`src/rtl/rom_code_crc_pkg.sv`:
```
// Package: shared sizes for the serial ROM-code CRC validator.
// Assumes an 8-bit reflected CRC and a 64-bit code of family/serial/check.
package rom_code_crc_pkg;
    localparam int unsigned CODE_BITS     = 64;
    localparam int unsigned CRC_W         = 8;
    localparam int unsigned FAMILY_W      = 8;
    localparam int unsigned SERIAL_W      = 48;
    localparam logic [7:0]  CRC_POLY_REFL = 8'h8C;  // x^8+x^5+x^4+1, right-shift form
endpackage

```
`src/rtl/crc_serial_engine.sv`:
```
// crc_serial_engine: bit-serial CRC register, LSB-first, right-shifting.
// Assumes clear_i has priority over shift_i. zero_next_o reports whether the
// register would be all zeros after absorbing bit_i this cycle.
module crc_serial_engine #(
    parameter int unsigned W    = 8,
    parameter logic [W-1:0] POLY = 8'h8C
) (
    input  logic clk,
    input  logic rst_n,
    input  logic clear_i,
    input  logic shift_i,
    input  logic bit_i,
    output logic zero_next_o
);
    logic [W-1:0] crc_q;
    logic [W-1:0] crc_nx;
    logic         fb;

    assign fb = bit_i ^ crc_q[0];

    // Per-stage next value: shifted-down stage XOR the tap if present.
    for (genvar i = 0; i < W; i++) begin : g_stage
        if (i == W - 1) begin : g_top
            assign crc_nx[i] = POLY[i] & fb;
        end else begin : g_mid
            assign crc_nx[i] = crc_q[i+1] ^ (POLY[i] & fb);
        end
    end

    assign zero_next_o = (crc_nx == '0);

    // CRC register: cleared on reset or start, advanced on an accepted bit.
    always_ff @(posedge clk) begin
        if (!rst_n || clear_i) begin
            crc_q <= '0;
        end else if (shift_i) begin
            crc_q <= crc_nx;
        end
    end

    AST_CRC_ZERO_AFTER_CLEAR: assert property (@(posedge clk) disable iff (!rst_n)
        clear_i |=> (crc_q == '0));
endmodule

```
`src/rtl/bit_sequencer.sv`:
```
// bit_sequencer: counts accepted bits of one code and locks after the last.
// Assumes start_i wins over strobe_i; strobes while locked are dropped.
module bit_sequencer #(
    parameter int unsigned NBITS = 64
) (
    input  logic clk,
    input  logic rst_n,
    input  logic start_i,
    input  logic strobe_i,
    output logic accept_o,
    output logic last_o,
    output logic locked_o
);
    localparam int unsigned CNT_W = $clog2(NBITS);
    localparam logic [CNT_W-1:0] LAST_IDX = CNT_W'(NBITS - 1);

    logic [CNT_W-1:0] count_q;
    logic             locked_q;

    assign accept_o = strobe_i && !start_i && !locked_q;
    assign last_o   = accept_o && (count_q == LAST_IDX);
    assign locked_o = locked_q;

    // Bit counter: wraps to zero on the last bit; start clears it.
    always_ff @(posedge clk) begin
        if (!rst_n || start_i) begin
            count_q <= '0;
        end else if (accept_o) begin
            count_q <= last_o ? '0 : count_q + 1'b1;
        end
    end

    // Lock flag: set by the final bit, released only by start or reset.
    always_ff @(posedge clk) begin
        if (!rst_n || start_i) begin
            locked_q <= 1'b0;
        end else if (last_o) begin
            locked_q <= 1'b1;
        end
    end

    AST_LOCK_AFTER_LAST_BIT: assert property (@(posedge clk) disable iff (!rst_n)
        $rose(locked_q) |-> $past(count_q) == LAST_IDX);
endmodule

```
`src/rtl/code_capture.sv`:
```
// code_capture: assembles the serial code by shifting bits in at the top.
// After NBITS shifts the first bit received sits in position 0.
module code_capture #(
    parameter int unsigned NBITS = 64
) (
    input  logic             clk,
    input  logic             rst_n,
    input  logic             clear_i,
    input  logic             shift_i,
    input  logic             bit_i,
    output logic [NBITS-1:0] code_o
);
    logic [NBITS-1:0] code_q;

    assign code_o = code_q;

    // Capture register: cleared on start, shifted right on an accepted bit.
    always_ff @(posedge clk) begin
        if (!rst_n || clear_i) begin
            code_q <= '0;
        end else if (shift_i) begin
            code_q <= {bit_i, code_q[NBITS-1:1]};
        end
    end

    AST_CAPTURE_HOLDS: assert property (@(posedge clk) disable iff (!rst_n)
        (!clear_i && !shift_i) |=> $stable(code_q));
endmodule

```
`src/rtl/rom_code_crc_check.sv`:
```
// rom_code_crc_check: validates a serial 64-bit ROM code by zero residue.
// Assumes bits arrive LSB first with a strobe, and start precedes each code.
// done/valid/reread are registered one cycle after the last accepted bit.
module rom_code_crc_check
    import rom_code_crc_pkg::*;
#(
    parameter int unsigned NBITS  = CODE_BITS,
    parameter int unsigned CW     = CRC_W,
    parameter int unsigned FW     = FAMILY_W,
    parameter int unsigned SW     = SERIAL_W,
    parameter logic [CW-1:0] POLY = CRC_POLY_REFL
) (
    input  logic          clk,
    input  logic          rst_n,
    input  logic          start_i,
    input  logic          bit_i,
    input  logic          strobe_i,
    output logic [FW-1:0] family_o,
    output logic [SW-1:0] serial_o,
    output logic [CW-1:0] check_o,
    output logic          done_o,
    output logic          valid_o,
    output logic          reread_o
);
    localparam int unsigned SER_LO = FW;
    localparam int unsigned CHK_LO = FW + SW;

    logic             accept;
    logic             last_bit;
    logic             locked;
    logic             zero_next;
    logic [NBITS-1:0] code;
    logic             done_q;
    logic             valid_q;
    logic             reread_q;

    bit_sequencer #(.NBITS(NBITS)) u_seq (
        .clk      (clk),
        .rst_n    (rst_n),
        .start_i  (start_i),
        .strobe_i (strobe_i),
        .accept_o (accept),
        .last_o   (last_bit),
        .locked_o (locked)
    );

    crc_serial_engine #(.W(CW), .POLY(POLY)) u_crc (
        .clk         (clk),
        .rst_n       (rst_n),
        .clear_i     (start_i),
        .shift_i     (accept),
        .bit_i       (bit_i),
        .zero_next_o (zero_next)
    );

    code_capture #(.NBITS(NBITS)) u_cap (
        .clk     (clk),
        .rst_n   (rst_n),
        .clear_i (start_i),
        .shift_i (accept),
        .bit_i   (bit_i),
        .code_o  (code)
    );

    assign family_o = code[FW-1:0];
    assign serial_o = code[SER_LO +: SW];
    assign check_o  = code[CHK_LO +: CW];

    // Completion pulse and verdict, registered off the final accepted bit.
    always_ff @(posedge clk) begin
        if (!rst_n) begin
            done_q   <= 1'b0;
            valid_q  <= 1'b0;
            reread_q <= 1'b0;
        end else begin
            done_q   <= last_bit;
            valid_q  <= last_bit && zero_next;
            reread_q <= last_bit && !zero_next;
        end
    end

    assign done_o   = done_q;
    assign valid_o  = valid_q;
    assign reread_o = reread_q;

    AST_DONE_SINGLE_CYCLE: assert property (@(posedge clk) disable iff (!rst_n)
        done_o |=> !done_o);
    AST_ONE_VERDICT: assert property (@(posedge clk) disable iff (!rst_n)
        done_o |-> $onehot({valid_o, reread_o}));
    AST_NO_STRAY_VERDICT: assert property (@(posedge clk) disable iff (!rst_n)
        !done_o |-> !valid_o && !reread_o);
    AST_DONE_LOCKS: assert property (@(posedge clk) disable iff (!rst_n)
        done_o |-> locked);
endmodule

```
`config.mk`:
```
export PLATFORM = sky130hd
export DESIGN_NAME = rom_code_crc_check
export DESIGN_NICKNAME = d
export VERILOG_FILES = /design/src/rtl/rom_code_crc_pkg.sv /design/src/rtl/crc_serial_engine.sv /design/src/rtl/bit_sequencer.sv /design/src/rtl/code_capture.sv /design/src/rtl/rom_code_crc_check.sv
export SDC_FILE = /design/constraint.sdc
export NUM_CORES = 1
export LEC_CHECK = 0
export BUFFER_PORTS_ARGS = -buffer_cell sky130_fd_sc_hd__buf_2
export CAP_MARGIN = 20
export CORE_AREA = 2 2 84 86
export CTS_BUF_LIST = sky130_fd_sc_hd__clkbuf_2
export DETAILED_ROUTE_END_ITERATION = 12
export DIE_AREA = 0 0 86 88
export PLACE_DENSITY = 0.68
export SETUP_SLACK_MARGIN = 0.1
export SLEW_MARGIN = 25
export SYNTH_ARGS = -nofsm -noshare
export SYNTH_HDL_FRONTEND = slang
export SYNTH_SLANG_ARGS = --single-unit
```
`constraint.sdc`:
```
create_clock -name clk -period 1.7 [get_ports clk]
set_input_delay 0.17 -clock clk [delete_from_list [all_inputs] [get_ports clk]]
set_output_delay 0.17 -clock clk [all_outputs]
set_load 0.02 [all_outputs]
```
Word-level counts from Yosys, hierarchy flattened. Cells that the tools add are included. Widths: inputs -> output; s select.

Word-level logic and storage cells: 24. Bits of input ports: 5. Bits in registers: 82.

Multiplexer cells: 1. Add/subtract/negate cells: 1. Equality and inequality tests: 1. Reductions and logical operators: 11. Bitwise operators: 3.

Operator list (count): $logic_not 8->1 (1); $add 6x1->6 const B (1); $eq 6x6->1 const B (1); $mux 6 (1); $logic_and 1x1->1 (5); $logic_not 1->1 (4); $xor 1x1->1 (3); $logic_or 1x1->1 (1).

Longest topological paths before layout. Gate-level depths: netlist of the first run.

Depth in word-level cells: 5. Depth in mapped cells: 6. Depth with buffers taken out: 4.

Cells and area by module. From an unflattened synthesis of the first run, not the netlist that was laid out.

Cell total of the unflattened synthesis: 290. Area total of the unflattened synthesis: 3086.7 um^2.

By module, submodules not included: code_capture (cells an instance 207, area an instance 2304.7 um^2, instances 1, seq. area each 1281.2 um^2); crc_serial_engine (cells an instance 36, area an instance 352.8 um^2, instances 1, seq. area each 160.2 um^2); bit_sequencer (cells an instance 41, area an instance 347.8 um^2, instances 1, seq. area each 140.1 um^2); rom_code_crc_check (cells an instance 6, area an instance 81.3 um^2, instances 1, seq. area each 60.1 um^2).

Worst setup path before layout of the first run. OpenSTA, ideal clock, no wires.

Path type: reg2reg. Start point: register u_seq.locked_q (netlist: u_seq.locked_o). End point: register u_seq.count_q[4]. Arrival: 1381 ps. Setup slack: 185 ps. Setup time: 134 ps. Period minus slack after synthesis: 1515 ps. Stages on the path, launching flop included: 6. Path through: dfxtp_1 -> or3b_1 -> buf_2 -> clkbuf_1 -> o311ai_0 -> o31ai_1.

Cells in the longest elaborated chain, start to end: 4.

Ends and longest elaborated chain: from (decl) (line bit_sequencer.sv:18) `logic locked_q;`; from (signal assigned) (line bit_sequencer.sv:36) `locked_q <= 1'b0;`; from (signal assigned) (line bit_sequencer.sv:38) `locked_q <= 1'b1;`; $logic_not 1->1 (*) (line bit_sequencer.sv:20) `assign accept_o = strobe_i && !start_i && !locked_q;`; $logic_and 1x1->1 (*) (line bit_sequencer.sv:20); $logic_and 1x1->1 (line bit_sequencer.sv:21) `assign last_o = accept_o && (count_q == LAST_IDX);`; $mux 6 (line bit_sequencer.sv:29) `count_q <= last_o ? '0 : count_q + 1'b1;`; to (signal assigned) (line bit_sequencer.sv:29); to (decl) (line bit_sequencer.sv:17) `logic [CNT_W-1:0] count_q;`.

Mark *: on every way between the ends. The rest lies on a longest branch, timed or not. A chain may end at the register's enable or synchronous reset.

Final worst setup path of the first run.
Start point: register u_seq.locked_q (netlist: u_seq.locked_o). End point: register u_seq.count_q[5].

Same word-level chain as after synthesis.

==> results of run 1 <==
[cells by family after synthesis]
kind of cell,Yosys count,share of synthesized area [%]
fa+ha+maj,1,0.4310
buf+inv,28,3.836
simple gates,167,23.28
xor+xnor,3,0.9053
compound gates,84,15.00
flops,82,56.55
[cells in the final DEF (no fill, tap or decap), drive strengths merged]
cell type	instances
nand2	143
dfxtp	82
buf	82
a21oi	73
clkbuf	11
nand3	9
o21ai	5
clkinv	5
inv	3
nor3	3
dlygate4sd3	3
o31ai	2
or4	2
xor2	2
nor4	2
nand2b	2
nor3b	1
or3b	1
nor2b	1
o311ai	1
a31oi	1
or3	1
xnor2	1
and3	1
o21a	1
nor2	1
a211oi	1
ha	1
[layout make-up]
cell class | count | area [sq um]
Clock buffer | 11 | 55.05
Clock inverter | 5 | 21.27
Fill cell | 687 | 3178
Inverter | 3 | 11.26
Multi-Input combinational cell | 255 | 1160
Sequential cell | 82 | 1643
Tap cell | 80 | 100.1
Timing Repair Buffer | 85 | 475.5
[worst min-delay path: cells and delay by family]
kind,cells,cell delay [ns]
buffers and inverters,1,0.10
AND/OR/NAND/NOR,3,0.37
[layer usage]
metal / vias up / part of all wire (%) / global-route usage [%]
met2: 54 / 46 / 26.99
li1: 1335 / - / -
met5: - / 0 / 0
met1: 1217 / 47 / 20.93
met3: 9 / 5.3 / 5.372
met4: 0 / 1.5 / 7.648
[where the power goes]
part	internal, mW	switching [mW]	leakage [nW]
registers	1.93	0.00341	0.661
clock network	0.187	0.608	0.0582
logic	0.0382	0.102	0.623
total	2.15	0.714	1.34
[worst paths after layout]
kind                         from          endpoint  slack [ns]  depth (start not counted)
setup reg to reg   u_seq.locked_o  u_seq.count_q[5]        0.17                          3
setup / recovery   u_seq.locked_o  u_seq.count_q[5]        0.17                          3
hold / removal           strobe_i            done_o        0.17                          4
hold reg to reg   u_cap.code_o[0]   u_cap.code_o[0]        0.47                          2
[flip-flops by register name, indices dropped and copies added, names as in the netlist]
register and count:
reread_o 1, done_o 1, u_seq.count_q 6, valid_o 1
u_crc.crc_q 8, u_seq.locked_o 1, u_cap.code_o 64
[through the flow]
step	power, mW	hold WS, ns
4_1_cts	2.910	0.1194
5_1_grt	3.000	0.1333
3_3_place_gp	2.102	0.4359
2_1_floorplan	2.060	0.3060
6_report	2.868	0.1668
3_5_place_dp	2.103	0.4459
[timing repair]
item | CTS | global route
gates resized for setup | 1 | 3
endpoints found under the setup margin | 3 | 1
hold buffers | 3 | 0
hold endpoints to repair | 5 | 0
==> flow_results.org, run 1 <==
** Run status
- Status :: completed

** Worst setup path
- Crit path max-delay cell type :: sky130_fd_sc_hd__or4_1
- Of all nets on the critical path, the largest fanout is 9.
- For this run, the slowest stage of the critical path takes 0.52 ns.
- STA classifies the critical path endpoint as a flip-flop.
- Worst setup path category :: reg2reg
- Category of the worst setup path launch point :: flip-flop
- STA puts the critical path data required time at 2.15 ns.
- Series of cell instances along the critical path :: or3b_4 > or4_1 > a21oi_1
- The kind of cell with the highest combined delay along the critical path is simple AND/OR/NAND/NOR gates.
- The critical path contains buffers and inverters numbering 0 combined.
- Worst path arrival time :: 1.98 ns

** Logic synthesis
- Post-synth top cells :: sky130_fd_sc_hd__nand2_1, sky130_fd_sc_hd__dfxtp_1, sky130_fd_sc_hd__a21oi_1, sky130_fd_sc_hd__clkbuf_1, sky130_fd_sc_hd__nand3_1
- The synthesized design spends more area on one cell type than any other, namely sky130_fd_sc_hd__dfxtp_1.
- Share of synthesized area occupied by flip-flops and latches :: 56.55%
- Total of warnings raised by yosys :: 0
- Netlist area before placement :: 2903 sq um
- Yosys reg bits :: 82
- Most used flip-flop cell after synthesis :: sky130_fd_sc_hd__dfxtp_1
- Yosys mapped the design onto 27 distinct sky130hd cell types.
- Synth top area cells :: sky130_fd_sc_hd__dfxtp_1, sky130_fd_sc_hd__nand2_1, sky130_fd_sc_hd__a21oi_1, sky130_fd_sc_hd__clkbuf_1, sky130_fd_sc_hd__nand3_1
- Most frequent cell after synthesis :: sky130_fd_sc_hd__nand2_1
- The synthesized design contains 0 enable-type register cells.
- Fraction of synthesized cell area taken by the top area cell type :: 56.55%
- When the netlist entered floorplanning its net count stood at 371.
- Gate count of the mapped netlist :: 365
- Dividing the synthesized area by the synthesized cell count gives 7.953 sq um.
- Fraction of synthesis flops using an asynchronous set or reset pin :: 0%

** Clock network
- No sink is reached through more buffers than the 2 on the longest clock path.
- TritonCTS built the clock tree.
- In this run, CTS created clock tree buffers numbering 9.
- Insertion delay to the later sink of the worst-skew pair :: 0.49 ns
- Clock root buffer master :: sky130_fd_sc_hd__clkbuf_2
- Postcts setup bufs :: 0
- The H-tree was split into 3 levels.
- After clock tree synthesis, the clock-pin slew on the worst setup and hold paths is 0.20 ns.
- Number of sinks on the clock net :: 82

** Drt
- Detailed routing inserted a total of 2615 vias.
- WL per Instance :: 11.85 um
- Total wire length :: 6174 um
- First DRT Iteration DRCs :: 146
- DRT antenna net count :: 0
- Post-detailed-route DRC marker count :: 0
- Before antenna repair, the detailed router went through 5 iterations.
- After detailed routing, the number of vias per cell comes to 5.019.

** STA
- The worst path needs 1.532 ns of the cycle, external delays included.
- The count of pins over their slew limit was 0.
- Setup repair after global routing missed its margin :: false
- Adding up every negative setup slack in the final design gives 0 ns.
- For the pin with the worst max-slew slack, the measured transition is 0.5037 ns.
- Setup Viol. Count Final :: 0
- The worst path uses 90.12% of the clock period.
- Hold Violations, Final :: 0
- Final setup slack of the worst path :: 0.1679 ns
- Across the routed clock network, the largest skew measured is 0.01413 ns.
- Max Clock Freq :: 652.7 MHz
- Headroom to the max-slew limit came out at 66.35%.

** Placed design
- Number of input and output port buffers inserted :: 71
- The congestion estimate from routability-driven global placement came to 0.8503.
- After legalization and detailed placement, the total HPWL measured 4000 um.
- Area post-placement :: 3348 sq um
- Setup Slack @ Placement :: 0.02421 ns
- The number of placed instances, taps included, is 502.

** Floorplanning
- Measured along the y axis, the die boundary spans 88 um.
- Area of the die :: 7568 sq um
- The die is 86 um wide.
- Pin placement for this block handled 72 I/O pins.
- The initial utilization of the core area, before any placement, comes to 43.69%.
- Standard-cell rows :: 30
- Core region area :: 6644 sq um

** Global route
- Global-route wire length before repair :: 10250 um
- Antenna violations before repair :: 0
- For this run, the total global-route usage over all layers was measured as 16.90%.
- The via count of the first global-routing pass is 2272.
- After global routing the overflow that remains totals 0.
- Maximum number of pins on one net before global-route repair :: 47

** Power and ir drop
- Summed over all cells, the static leakage comes to 1.343 nW.
- For this design the ratio of total power to cell area is 827.5 nW/um^2.
- VDD sags by at most 0.4411 mV.

** Layout
- Share of layout cells above drive strength 1 :: 22.45%
- Number of antenna diodes :: 0
- Final core utilization :: 52.17%
- Final Cell Area :: 3466 sq um
- The finished layout holds 521 standard cells, fillers aside.
- After the last flow step, the layout net total stands at 442.
- Relative area change from synthesis to final layout :: 19.40%

** Run
- Max_cap viols :: 0

** Min path
- In this run the worst hold path is classified as in2reg.
(Power assumes the default switching activity.)
==> run 2, diff against run 1 <==
CORE_AREA = 2 2 86 88   (was 2 2 84 86)
DIE_AREA = 0 0 88 90   (was 0 0 86 88)
SYNTH_HIERARCHICAL = 1   (was default)
==> run 2 against run 1 <==
Flip-flop and latch count is the same; clock skew grew 0.012 ns; worst hold slack got worse by 0.059 ns; die area rose by 4.7%; via count down 14%; synthesized area is 6.3% higher; fmax decreased by 3.4%; sequential power hardly changed; non-clock buffer count is 1 lower; combinational power is 29% higher; register-to-register slack barely moved; routed wire length decreased by 7.4%; critical endpoint is now u_seq/count_q[2]; largest cell class unchanged; largest power group unchanged; highest routed layer unchanged.
==> flow_results.org, run 2 <==
** Placed design
- Counting tap cells, the placed design contains a total of 451 instances.
- Final weighted congestion in routability-driven placement :: 0.7472
- HPWL after detailed placement :: 3773 um
- Number of input and output port buffers inserted :: 71
- Setup Slack @ Placement :: 0.02494 ns
- Area post-placement :: 3517 sq um

** Floorplanning
- Width of the die :: 88 um
- The initialized floorplan defines 31 standard-cell rows.
- Initial Util :: 43.97%
- I/O pin total :: 72
- The core region is 7020 sq um.
- Measured along the y axis, the die boundary spans 90 um.
- The die covers 7920 sq um.

** Worst setup path
- STA classifies the critical path endpoint as a flip-flop.
- In this run the critical register-to-register path is launched from u_seq/locked_o.
- Internal reg-to-reg setup slack :: 0.17 ns
- WP data required :: 2.12 ns
- Worst setup path category :: in2reg
- The worst setup path is launched from an input port.
- STA puts the critical path data arrival time at 2.01 ns.
- In this run the critical register-to-register path is captured at u_seq/count_q[2].
- The number of cells on the worst reg-to-reg path is 4.
- Peak fanout along the critical path :: 8

** STA
- The worst path in the final design needs a cycle of 1.586 ns, including I/O delays and setup.
- Setup Viol. Count Final :: 0
- The count of pins over their slew limit was 0.
- Max Clock Freq :: 630.5 MHz
- Hold Violations, Final :: 0
- Pin slew with the least headroom to its limit :: 0.4845 ns
- Worst hold slack :: 0.1081 ns
- Final critical-path share of the clock period :: 93.29%
- Final setup slack of the worst path :: 0.1141 ns
- Setup tns final :: 0 ns
- Worst max-slew margin expressed relative to the limit :: 67.47%
- On the final layout, the worst clock skew is 0.02595 ns.
- Setup repair after global routing left no endpoint under its margin.

** Global route
- Summed over all layers, the global routing overflow is 0.
- Combined global-route utilization of all metal layers :: 14.68%
- The via count of the first global-routing pass was 2045.
- Maximum number of pins on one net before global-route repair :: 32
- The first global-routing pass estimated 9315 um of wire.
- Antenna violations before repair :: 0

** Logic synthesis
- By area, the combinational part of the netlist is dominated by multiplexers.
- Synthesis inferred 82 register bits.
- Cell taking the most area after synthesis :: sky130_fd_sc_hd__dfxtp_1
- Most used flip-flop cell after synthesis :: sky130_fd_sc_hd__dfxtp_1
- Measured against the total synthesized area, the mux share comes to 22.38%.
- Synthesized area per cell :: 10.64 sq um
- Gate count of the mapped netlist :: 290
- Number of enable-type register cells in the synthesized netlist :: 0
- Ranked by instance count, the synthesized netlist is headed by sky130_fd_sc_hd__dfxtp_1, sky130_fd_sc_hd__nor2_1, sky130_fd_sc_hd__mux2i_1.
- Share of the synthesized area in compound gates (AO/OA/AOI/OAI) :: 2.310%
- XOR/XNOR share of the synthesized area :: 0.2837%
- Adder and majority cell fraction of the synthesized area :: 0.4054%
- Share of synthesized area occupied by flip-flops and latches :: 53.18%
- Total of warnings raised by yosys :: 6
- The synthesized netlist contains 36 unique library cells.
- The synthesized netlist devotes 15.93% of its cell area to simple gates.
- Netlist area before placement :: 3087 sq um
- In the post-synthesis netlist, the cell with the most instances is sky130_fd_sc_hd__dfxtp_1.
- Synthesized net count :: 296
- By area the synthesized netlist is led by sky130_fd_sc_hd__dfxtp_1, sky130_fd_sc_hd__mux2i_1, sky130_fd_sc_hd__nor2_1, sky130_fd_sc_hd__buf_8, sky130_fd_sc_hd__buf_6.
- After synthesis, the share of flip-flops with an asynchronous set or reset is 0%.
- The top cell type by area accounts for 53.18% of the synthesized area.

** Min path
- Along the worst hold path, the cell count comes to 4.
- In this run the worst hold path is classified as in2reg.
- Hold path startpoint :: strobe_i
- Worst Hold End :: u_seq/count_q[3]

** Layout
- Final core utilization :: 53.04%
- The finished layout holds 472 standard cells, fillers aside.
- Share of layout cells above drive strength 1 :: 27.88%
- In the layout the commonest cells are sky130_fd_sc_hd__dfxtp_1, sky130_fd_sc_hd__buf_2, sky130_fd_sc_hd__nor2_1, sky130_fd_sc_hd__mux2i_1, sky130_fd_sc_hd__clkbuf_2.
- Max FFs per register :: 64
- Relative area change from synthesis to final layout :: 20.63%
- The library cell used most frequently in the layout, excluding fill and tap cells, is sky130_fd_sc_hd__dfxtp_1.
- Final net count :: 375
- Number of antenna diodes :: 0
- With fillers left out, the area of the finished cells amounts to 3724 sq um.

** Power and ir drop
- Total power of the final layout :: 3.202 mW
- Across the VDD grid, the largest voltage drop is 0.5367 mV.
- Dividing total power by cell area gives a power density of 859.9 nW/um^2.
- Summed over all cells, the static leakage comes to 1.591 nW.

** Clock network
- Inserted Clock Buffers :: 9
- After clock tree synthesis, the clock-pin slew on the worst setup and hold paths is 0.18 ns.
- Clock tree buffer depth :: 2
- Number of levels the H-tree was split into :: 3
- The clock drives 82 sinks.
- The tree is rooted in a sky130_fd_sc_hd__clkbuf_2.
- Clock tree from TritonCTS :: yes
- At the later pin of the worst-skew pair, clock insertion delay measures 0.49 ns.

** Drt
- Across all layers, the routed design uses 2246 vias.
- First DRT Iteration DRCs :: 86
- After detailed routing, the number of remaining DRC violations is 0.
- Total wire length :: 5715 um
- Total iterations of the first detailed-routing run :: 4
- In the final routed layout, each cell accounts on average for 12.11 um.
- Once detail routing completed, the nets flagged for antenna violations numbered 0.
- Vias per cell :: 4.758

** Run status
- The flow ran to the end, and the final reports show no timing, DRC or antenna violations.

** Run
- The tool flagged a number of max-cap violations equal to 0.
==> run 2: changes by cell type in the layout (fill, tap and decap cells not counted), sizes merged, moves of 3 or more <==
cell,before,now
o21ai,5,2
mux2i,0,69
nand3,9,6
nand2,143,6
a21oi,73,5
nor2,1,70
==> run 2: cell families after synthesis <==
| group | count (synthesis) |
|---|---|
| AND/OR/NAND/NOR | 106 |
| multiplexers | 69 |
| flip-flops | 82 |
| XOR/XNOR | 1 |
| buffers and inverters | 19 |
| AO/OA/AOI/OAI | 12 |
| adder cells (fa/ha/maj) | 1 |
==> run 2: how the worst max path moves through the flow <==
stage | start | endpoint | slack [ns] | cells past startpoint
floorplan | u_seq/locked_o | u_cap/code_o[0] | 0.11 | 7
global placement | u_seq/locked_o | u_cap/code_o[5] | 0.07 | 5
detailed placement | u_seq/locked_o | u_cap/code_o[5] | 0.02 | 5
CTS | u_seq/locked_o | u_cap/code_o[5] | 0.11 | 5
global route | u_seq/locked_o | u_seq/count_q[5] | 0.11 | 3
finish | start_i | u_seq/count_q[2] | 0.11 | 6
==> run 2: layer usage <==
metal  GRT usage (%)  up-vias  share of wire [%]
met4           4.872        0                1.1
met3           6.612        6                5.9
met5               0        -                  0
met1           18.27     1039                 48
li1                -     1147                  -
met2           22.47       54                 45
==> run 2: critical path, cell delays in order <==
cell and delay, ns:
sky130_fd_sc_hd__dlygate4sd3_1 0.53, sky130_fd_sc_hd__buf_2 0.16, sky130_fd_sc_hd__or3b_4 0.45, sky130_fd_sc_hd__buf_4 0.16
sky130_fd_sc_hd__or3_2 0.40, sky130_fd_sc_hd__a21oi_1 0.14
==> run 2: what timing repair did <==
action,4_1_cts,5_1_grt
hold endpoints to repair,6,0
hold buffers,3,0
setup buffers,0,1
pin swaps,0,1
gates resized for setup,1,3
cloned,0,2
endpoints found under the setup margin,58,49
==> run 2: cell type report <==
cell class	count	area (sq um)
fill	643	3297
sequential	82	1643
multi-input combinational	190	1289
timing repair buffer	84	528.0
tap	99	123.9
clock inverter	6	82.58
clock buffer	9	45.04
inverter	2	12.51
==> run 2: report_power, final <==
part	switching, mW	internal (mW)
Combinational	0.0977	0.0829
Clock	0.617	0.471
Sequential	0.00347	1.93
Total	0.718	2.48
==> run 3, diff against run 2 <==
CELL_PAD_IN_SITES_DETAIL_PLACEMENT = 1   (was default)
CELL_PAD_IN_SITES_GLOBAL_PLACEMENT = 2   (was default)
CORE_AREA = 2 2 100 102   (was 2 2 86 88)
CTS_CLUSTER_DIAMETER = 100   (was default)
DIE_AREA = 0 0 102 104   (was 0 0 88 90)
PLACE_DENSITY = default   (was 0.68)
PLACE_DENSITY_LB_ADDON = 0.1   (was default)
SYNTH_HIERARCHICAL = default   (was 1)
==> run 3 against run 2 <==
Fmax is 3.8% higher; final cell count increased by 21%; via count up 17%; clock skew grew 0.0076 ns; first-iteration DRC count is 40% higher; clock power rose by 12%; routed wire length increased by 30%; combinational power decreased by 21%; critical path type is now reg2reg; largest cell class unchanged; highest routed layer unchanged.
==> flow_results.org, run 3 (synthesized netlist as in run 1, its figures left out) <==
** Global route
- Antenna violations before repair :: 0
- Total grt overflow :: 0
- Combined global-route utilization of all metal layers :: 14.28%
- Entering global routing, the biggest net connects 34 pins.
- Global-route wire length before repair :: 12210 um
- Vias in the first global route :: 2484

** Worst setup path
- Critical path capture point type :: flip-flop
- Start point of the critical path :: u_seq.locked_o
- Category of the worst setup path launch point :: flip-flop
- Peak fanout along the critical path :: 7
- RR Endpoint :: u_seq.count_q[5]
- In this run the critical register-to-register path is launched from u_seq.locked_o.
- Data arrives at the worst endpoint at 1.98 ns.
- Counting cells, the worst reg-to-reg path comes to 3.
- By startpoint and endpoint, the worst setup path is classified as reg2reg.
- Following the worst setup path forward leads to its endpoint at u_seq.count_q[5].
- The worst register-to-register path has a setup slack of 0.17 ns.
- For the worst setup path, the data required time is 2.15 ns.

** Clock network
- TritonCTS created 9 clock buffers.
- Number of sinks on the clock net :: 82
- Clock root buffer master :: sky130_fd_sc_hd__clkbuf_2
- Insertion delay to the later sink of the worst-skew pair :: 0.53 ns
- Clock tree from TritonCTS :: yes
- Clock tree buffer depth :: 2
- CTS built an H-tree with a depth of 3.
- After clock tree synthesis, the clock-pin slew on the worst setup and hold paths is 0.23 ns.
- The number of setup buffers added after CTS is 0.

** Min path
- Hold crit path type :: in2reg
- Number of cells on the worst hold path :: 4

** Layout
- Relative area change from synthesis to final layout :: 23.75%
- The number of antenna diodes in the final layout is 0.
- Multi-input gate area in the final layout :: 1160 sq um
- The library cell used most frequently in the layout, excluding fill and tap cells, is sky130_fd_sc_hd__nand2_1.
- Max FFs per register :: 64
- The layout has 1188 filler cells.
- Share of layout cells above drive strength 1 :: 22.95%
- Most used cells in the layout excluding fill and tap cells :: sky130_fd_sc_hd__nand2_1, sky130_fd_sc_hd__dfxtp_1, sky130_fd_sc_hd__a21oi_1, sky130_fd_sc_hd__buf_2
- The sequential cells in the finished layout cover a total of 1643 sq um.
- At the end of the flow the core is filled with cells to 37.62%.
- Final net count :: 441

** STA
- Setup repair after global routing missed its margin :: true
- Hold Violations, Final :: 0
- Post-layout min period :: 1.528 ns
- Setup Viol. Count Final :: 0
- Measured against its own limit, the worst slew margin works out to 65.63%.
- Static timing analysis puts the maximum clock frequency at 654.3 MHz.
- For the pin with the worst max-slew slack, the measured transition is 0.5145 ns.
- Setup tns final :: 0 ns
- Between clock sinks in the finished design, the worst skew comes to 0.03354 ns.
- The count of pins over their slew limit is 0.
- Final critical-path share of the clock period :: 89.91%
- Worst hold slack :: 0.1576 ns

** Power and ir drop
- IR analysis of the VDD net gives a maximum drop of 0.3167 mV.
- In this run the static leakage power is 1.360 nW.
- Dividing total power by cell area gives a power density of 917.9 nW/um^2.

** Drt
- Total wire length :: 7415 um
- DRT antenna net count :: 0
- Via count :: 2628
- The detailed router finished its first iteration with 120 violations.
- Dividing the detail-routed via count by the number of cells gives 4.586.
- Before antenna repair, the detailed router went through 4 iterations.
- Post-detailed-route DRC marker count :: 0
- WL per Instance :: 12.94 um

** Floorplanning
- In this run the horizontal extent of the chip is 102 um.
- The total area inside the core boundary comes to 9549 sq um.
- I/O pin total :: 72
- Area of the die :: 10610 sq um
- From bottom edge to top edge, the die measures 104 um.
- The initial utilization of the core area, before any placement, comes to 30.40%.
- In this run the core area contains 36 standard-cell rows.

** Placed design
- Routability-driven placement finished with a final weighted congestion of 0.7320.
- Number of input and output port buffers inserted :: 71
- Once detailed placement completed, the half-perimeter wirelength came to 4841 um.

** Run status
- The flow ran to the end, and the final reports show no timing, DRC or antenna violations.

** Run
- Max_cap viols :: 0
[run 3: power breakdown]
group,switching (mW),total [mW],internal (mW),leakage [nW]
Sequential,0.00346,1.94,1.93,0.661
Combinational,0.107,0.143,0.0358,0.616
Clock,0.719,1.22,0.500,0.0827
[run 3: cell type report]
class	count	area share, %
inverter	3	0.3135
timing repair buffer	84	12.92
clock inverter	7	2.856
clock buffer	9	1.254
tap	133	4.633
sequential	82	45.73
multi-input combinational	255	32.29
[run 3: per-stage QoR]
step	cell area (sq um)	instances	power [mW]	setup slack, ns
2_1_floorplan	2903	365	2.060	0.1846
3_3_place_gp	3407	554	2.111	0.1167
3_5_place_dp	3407	554	2.110	0.1004
4_1_cts	3587	573	3.369	0.1659
5_1_grt	3592	573	3.471	0.08947
6_report	3592	573	3.297	0.1716
[run 3: worst max-delay path, stage by stage (launching register included)]
cell,delay (ns)
sky130_fd_sc_hd__dfxtp_2,0.39
sky130_fd_sc_hd__or3b_4,0.43
sky130_fd_sc_hd__or4_1,0.51
sky130_fd_sc_hd__a21oi_1,0.15
[run 3: metal layers]
| layer | routed length [um] | track usage (%) |
|---|---|---|
| met2 | 3320 | 21.38 |
| met3 | 271 | 3.024 |
| met5 | 0 | 0 |
| met1 | 3732 | 19.79 |
| met4 | 90 | 6.000 |
[run 3: worst min path at each step]
| stage | slack (ns) | startpoint | to |
|---|---|---|---|
| 2_1_floorplan | 0.31 | bit_i | u_cap.code_o[63] |
| 3_3_place_gp | 0.44 | bit_i | u_cap.code_o[63] |
| 3_5_place_dp | 0.45 | bit_i | u_cap.code_o[63] |
| 4_1_cts | 0.09 | strobe_i | done_o |
| 5_1_grt | 0.12 | strobe_i | done_o |
| 6_report | 0.16 | strobe_i | done_o |
[run 3: repair_timing]
| action | CTS | global route |
|---|---|---|
| hold buffers | 3 | 0 |
| endpoints found under the hold margin | 5 | 0 |
| endpoints found under the setup margin | 3 | 2 |
| pin swaps | 0 | 0 |
| resized for setup | 1 | 2 |
